$ cat src/rtl/baud_pkg.sv
package baud_pkg;
  // Setup word field positions (software-visible encoding)
  localparam int CFG_W       = 32;
  localparam int DIV_W       = 23;
  localparam int BIT_USE     = 23;
  localparam int BIT_XSEL    = 24;
  localparam int BIT_XHALF   = 27;

  // Fixed prescale factors of the two sources
  localparam int MAIN_PRE       = 4;
  localparam int XTAL_PRE       = 3;
  localparam int XTAL_HALF_PRE  = 2;
  localparam int PRE_MAX        = (MAIN_PRE > XTAL_PRE) ? MAIN_PRE : XTAL_PRE;
  localparam int PRE_W          = $clog2(PRE_MAX);

  typedef enum logic {SRC_MAIN = 1'b0, SRC_XTAL = 1'b1} src_e;

  typedef struct packed {
    logic              run;
    src_e              src;
    logic              half;
    logic [DIV_W-1:0]  divisor;
  } baud_cfg_t;

  function automatic baud_cfg_t decode_cfg(input logic [CFG_W-1:0] w);
    baud_cfg_t c;
    c.run     = w[BIT_USE];
    c.src     = src_e'(w[BIT_XSEL]);
    c.half    = w[BIT_XHALF];
    c.divisor = w[DIV_W-1:0];
    return c;
  endfunction
endpackage

$ cat src/rtl/baud_src_select.sv
module baud_src_select
  import baud_pkg::*;
(
  input  src_e              src,
  input  logic              half,
  input  logic              main_en,
  input  logic              xtal_en,
  output logic              step,
  output logic [PRE_W-1:0]  last_phase
);
  localparam logic [PRE_W-1:0] MAIN_LAST  = PRE_W'(MAIN_PRE - 1);
  localparam logic [PRE_W-1:0] XTAL_LAST  = PRE_W'(XTAL_PRE - 1);
  localparam logic [PRE_W-1:0] XHALF_LAST = PRE_W'(XTAL_HALF_PRE - 1);

  always_comb begin
    if (src == SRC_XTAL) begin
      step       = xtal_en;
      last_phase = half ? XHALF_LAST : XTAL_LAST;
    end else begin
      step       = main_en;
      last_phase = MAIN_LAST;
    end
  end
endmodule

$ cat src/rtl/baud_prescaler.sv
module baud_prescaler #(
  parameter int W = 2
) (
  input  logic         clk,
  input  logic         rst_n,
  input  logic         restart,
  input  logic         run,
  input  logic         step,
  input  logic [W-1:0] last_phase,
  output logic         wrap
);
  logic [W-1:0] phase;

  assign wrap = run && !restart && step && (phase == last_phase);

  always_ff @(posedge clk or negedge rst_n) begin
    if (!rst_n) begin
      phase <= '0;
    end else if (restart || !run) begin
      phase <= '0;
    end else if (step) begin
      if (phase == last_phase) phase <= '0;
      else                     phase <= phase + 1'b1;
    end
  end
endmodule

$ cat src/rtl/baud_divider.sv
module baud_divider #(
  parameter int W = 23
) (
  input  logic         clk,
  input  logic         rst_n,
  input  logic         restart,
  input  logic         run,
  input  logic         step,
  input  logic [W-1:0] limit,
  output logic         tick
);
  logic [W-1:0] count;
  logic         done;

  assign done = run && !restart && step && (count == limit);

  always_ff @(posedge clk or negedge rst_n) begin
    if (!rst_n) begin
      count <= '0;
      tick  <= 1'b0;
    end else begin
      tick <= done;
      if (restart || !run) begin
        count <= '0;
      end else if (step) begin
        if (count == limit) count <= '0;
        else                count <= count + 1'b1;
      end
    end
  end
endmodule

$ cat src/rtl/baud_tick_gen.sv
module baud_tick_gen
  import baud_pkg::*;
(
  input  logic        clk,
  input  logic        rst_n,
  input  logic        cfg_write,
  input  logic [31:0] cfg_value,
  input  logic        main_en,
  input  logic        xtal_en,
  output logic        tick
);
  logic [CFG_W-1:0] cfg_q;
  baud_cfg_t        cfg;
  logic             src_step;
  logic [PRE_W-1:0] last_phase;
  logic             pre_wrap;

  always_ff @(posedge clk or negedge rst_n) begin
    if (!rst_n)         cfg_q <= '0;
    else if (cfg_write) cfg_q <= cfg_value;
  end

  assign cfg = decode_cfg(cfg_q);

  baud_src_select u_sel (
    .src        (cfg.src),
    .half       (cfg.half),
    .main_en    (main_en),
    .xtal_en    (xtal_en),
    .step       (src_step),
    .last_phase (last_phase)
  );

  baud_prescaler #(.W(PRE_W)) u_pre (
    .clk        (clk),
    .rst_n      (rst_n),
    .restart    (cfg_write),
    .run        (cfg.run),
    .step       (src_step),
    .last_phase (last_phase),
    .wrap       (pre_wrap)
  );

  baud_divider #(.W(DIV_W)) u_div (
    .clk     (clk),
    .rst_n   (rst_n),
    .restart (cfg_write),
    .run     (cfg.run),
    .step    (pre_wrap),
    .limit   (cfg.divisor),
    .tick    (tick)
  );
endmodule

$ cat config.mk
export PLATFORM = sky130hd
export DESIGN_NAME = baud_tick_gen
export DESIGN_NICKNAME = d
export VERILOG_FILES = /design/src/rtl/baud_pkg.sv /design/src/rtl/baud_src_select.sv /design/src/rtl/baud_prescaler.sv /design/src/rtl/baud_divider.sv /design/src/rtl/baud_tick_gen.sv
export SDC_FILE = /design/constraint.sdc
export NUM_CORES = 1
export LEC_CHECK = 0
export ABC_AREA = 1
export BUFFER_PORTS_ARGS = -buffer_cell sky130_fd_sc_hd__buf_4
export CORE_AREA = 3 3 75 77
export DETAILED_ROUTE_END_ITERATION = 10
export DIE_AREA = 0 0 78 80
export PLACE_DENSITY = 0.93
export REMOVE_ABC_BUFFERS = 1
export SLEW_MARGIN = 15
export SYNTH_ARGS = -nofsm -noshare
export SYNTH_HDL_FRONTEND = slang
export SYNTH_SLANG_ARGS = --single-unit
$ cat constraint.sdc
create_clock -name clk -period 3.2 [get_ports clk]
set_clock_uncertainty 0.1 [all_clocks]
set_input_delay 0.32 -clock clk [delete_from_list [all_inputs] [get_ports clk]]
set_output_delay 0.32 -clock clk [all_outputs]
set_load 0.05 [all_outputs]
==> metrics.txt <==
area grow syn2layout 12.1%; CTS tree done; Netlist Area Pre-Place 3130 um2; Die H 80 um; placed cells between 500 and 600; clock transition at the registers of the reported paths about 100 ps; LEAKAGE 0.00174 uW; Die W a little under 80 um; Worst VDD drop ~0.00022 V; sequential share of power around half; worst reg-to-reg path cell count 9; Multi-input gate area roughly 1500 um2; library cells used by synthesis 29; Hold Path Class input port to flip-flop; CTS sink count 52; flops & latches, synth 52; cts bufs inserted 5; most frequent CP cell nand2_1; register area share after synthesis roughly two fifths; global-route wire length before repair 11300 um; Detailed Place HPWL 4750 um; final worst slack 1100 ps; DRT iter0 DRCs 170; syn avg cell area 6.85 um2; period utilisation layout 65.6%; largest net degree at the start of global routing 53; min-delay src cfg_value[11]; internal power 1030 uW; crit path DAT 2250 ps; routed length per instance 11.7 um; number of global-route vias before repair 2584; status finished clean; max cap viols 0; commonest cells after routing, fill and taps aside nand2_1, dfrtp_1, inv_1, nor2_1, buf_4; initial antenna violation count 0; share of layout cells above drive strength 1 16.0%; total number of vias 2841; post-route ant nets 0; drt drc 0; total power draw 1370 uW; Via density 5.11; die area 6240 um2; Mapped Cells 457; hold endpoint cfg_q[11]$_DFFE_PN0P_; worst-case clock buffer depth 2; dpl ws ~1100 ps; RD Place Congestion 0.941; Max Freq 0.476 GHz; Initial Utilization roughly three fifths; Critical Setup Path Class flip-flop to flip-flop; Reg2Reg Setup Slack about 1100 ps; # nets final about 520; drt total wl between 6000 and 7000 um; critical path's slowest cell dfrtp_1; fin cells 556; Gate power share a little under an eighth; Clk pwr share 36.3%; Slew headroom about 56%; CTS Root Buffer Type clkbuf_8; Core Box Area 5070 um2; reg-to-reg startpoint u_div.count[0]$_DFFE_PN0P_; # Post-CTS Setup Buffers 0; # IOs 38; CP cell instances ha_1, inv_1, nor3_2, nand2_1, nor3_1, nand2_1, nand2_1, nand2_1, a21oi_2; worst-margin pin slew 665 ps; Antenna diodes 0; Filler cells 443; row count 26; crit-path max FO 7; hold path depth 3; Sw Ratio 24.9%; final setup violating endpoints 0; Worst setup EP type flip-flop; clk_lat worst skew ~310 ps; RSZ-0062 raised after global routing no; Slew Limit Fails 0; DRT Pass-1 Iters 4; Final Hold Fails 0; power per cell area 390 nW/um2; flip-flop and latch area 1300 um2; P_sw 341 uW; reg2reg end u_div.count[12]$_DFFE_PN0P_; Worst Path Required 3350 ps; Ys Warns 0; grt ovf 0; Max stage delay on crit path between 400 and 500 ps; crit start category flip-flop; I/O Buffers 31; gr usage total 22.7%; Tmin final 2100 ps; cts hold-fix bufs 1; commonest non-fill, non-tap cell in the layout nand2_1; H-tree depth 2; setup_tns 0 ps; cts repair resizes 0
synth_stat cells (all sizes together):
cell type / count / area, um2
nand4: 9 / 56.3
buf: 7 / 65.1
and3: 1 / 6.26
nor2: 41 / 164
xor2: 9 / 78.8
dfrtp: 52 / 1300
o21ai: 27 / 135
ha: 1 / 12.5
o22ai: 1 / 6.26
nand3b: 1 / 7.51
nand2: 204 / 781
nor3: 6 / 40.0
a21oi: 11 / 92.6
inv: 58 / 218
nand3: 21 / 123
xnor2: 3 / 26.3
clkbuf: 5 / 18.8
cell type report:
cell class,instances,share of cell area (%)
Multi-Input combinational cell,335,43.5
Sequential cell,52,37.1
Timing Repair Buffer,33,7.13
Inverter,58,6.20
Clock buffer,7,2.74
Tap cell,70,2.49
Clock inverter,1,0.855
critical path, delay by kind of cell (launching register included):
family / cells / cell delay [ps]
compound gates: 1 / 90
fa+ha+maj: 1 / 340
buf+inv: 1 / 140
flops: 1 / 490
simple gates: 6 / 880
worst max path at each step:
stage	endpoint	from	slack, ps	cells after the start
3_5_place_dp	u_div.count[3]$_DFFE_PN0P_	cfg_write	1060	10
6_report	u_div.count[12]$_DFFE_PN0P_	u_div.count[0]$_DFFE_PN0P_	1100	9
4_1_cts	u_div.count[12]$_DFFE_PN0P_	u_div.count[0]$_DFFE_PN0P_	1120	9
3_3_place_gp	u_div.count[9]$_DFFE_PN0P_	cfg_write	1110	10
5_1_grt	u_div.count[12]$_DFFE_PN0P_	u_div.count[0]$_DFFE_PN0P_	930	9
2_1_floorplan	u_div.count[21]$_DFFE_PN0P_	cfg_q[24]$_DFFE_PN0P_	1230	7
flip-flops by register name, summed over array words and instances (netlist names):
register and flops:
cfg_q 26, u_pre.phase 2, u_div.count 23, u_div.tick 1
power by group through the flow:
stage	registers (uW)	clock network, uW	logic (uW)
2_1_floorplan	717	0	94.4
4_1_cts	710	505	165
3_5_place_dp	723	0	163
6_report	710	496	163
3_3_place_gp	720	0	156
5_1_grt	714	525	189
cells by family (layout without fill, tap and decap cells):
group | count (synthesis) | in the layout | synth area share [%]
AO/OA/AOI/OAI | 39 | 39 | 7.47
XOR/XNOR | 12 | 12 | 3.36
adder cells (fa/ha/maj) | 1 | 1 | 0.399
buffers and inverters | 70 | 99 | 9.63
flip-flops | 52 | 52 | 41.6
AND/OR/NAND/NOR | 283 | 283 | 37.6
layer usage:
metal  track usage [%]  vias up  routed length, um
met5                 0        -                  0
met4              8.04        0                155
met3              4.29       16                396
met2              37.4       76               3040
met1              29.8     1287               2940
li1                  -     1462                  -
per-stage QoR:
step           area, um2  hold slack [ps]  utilization (%)
2_1_floorplan       3050            -75.6                -
3_3_place_gp        3380              294             66.5
3_5_place_dp        3380              298             66.5
4_1_cts             3510              101             69.2
5_1_grt             3510              104             69.2
6_report            3510              107             69.2
Power figures use the tool's default switching activity.
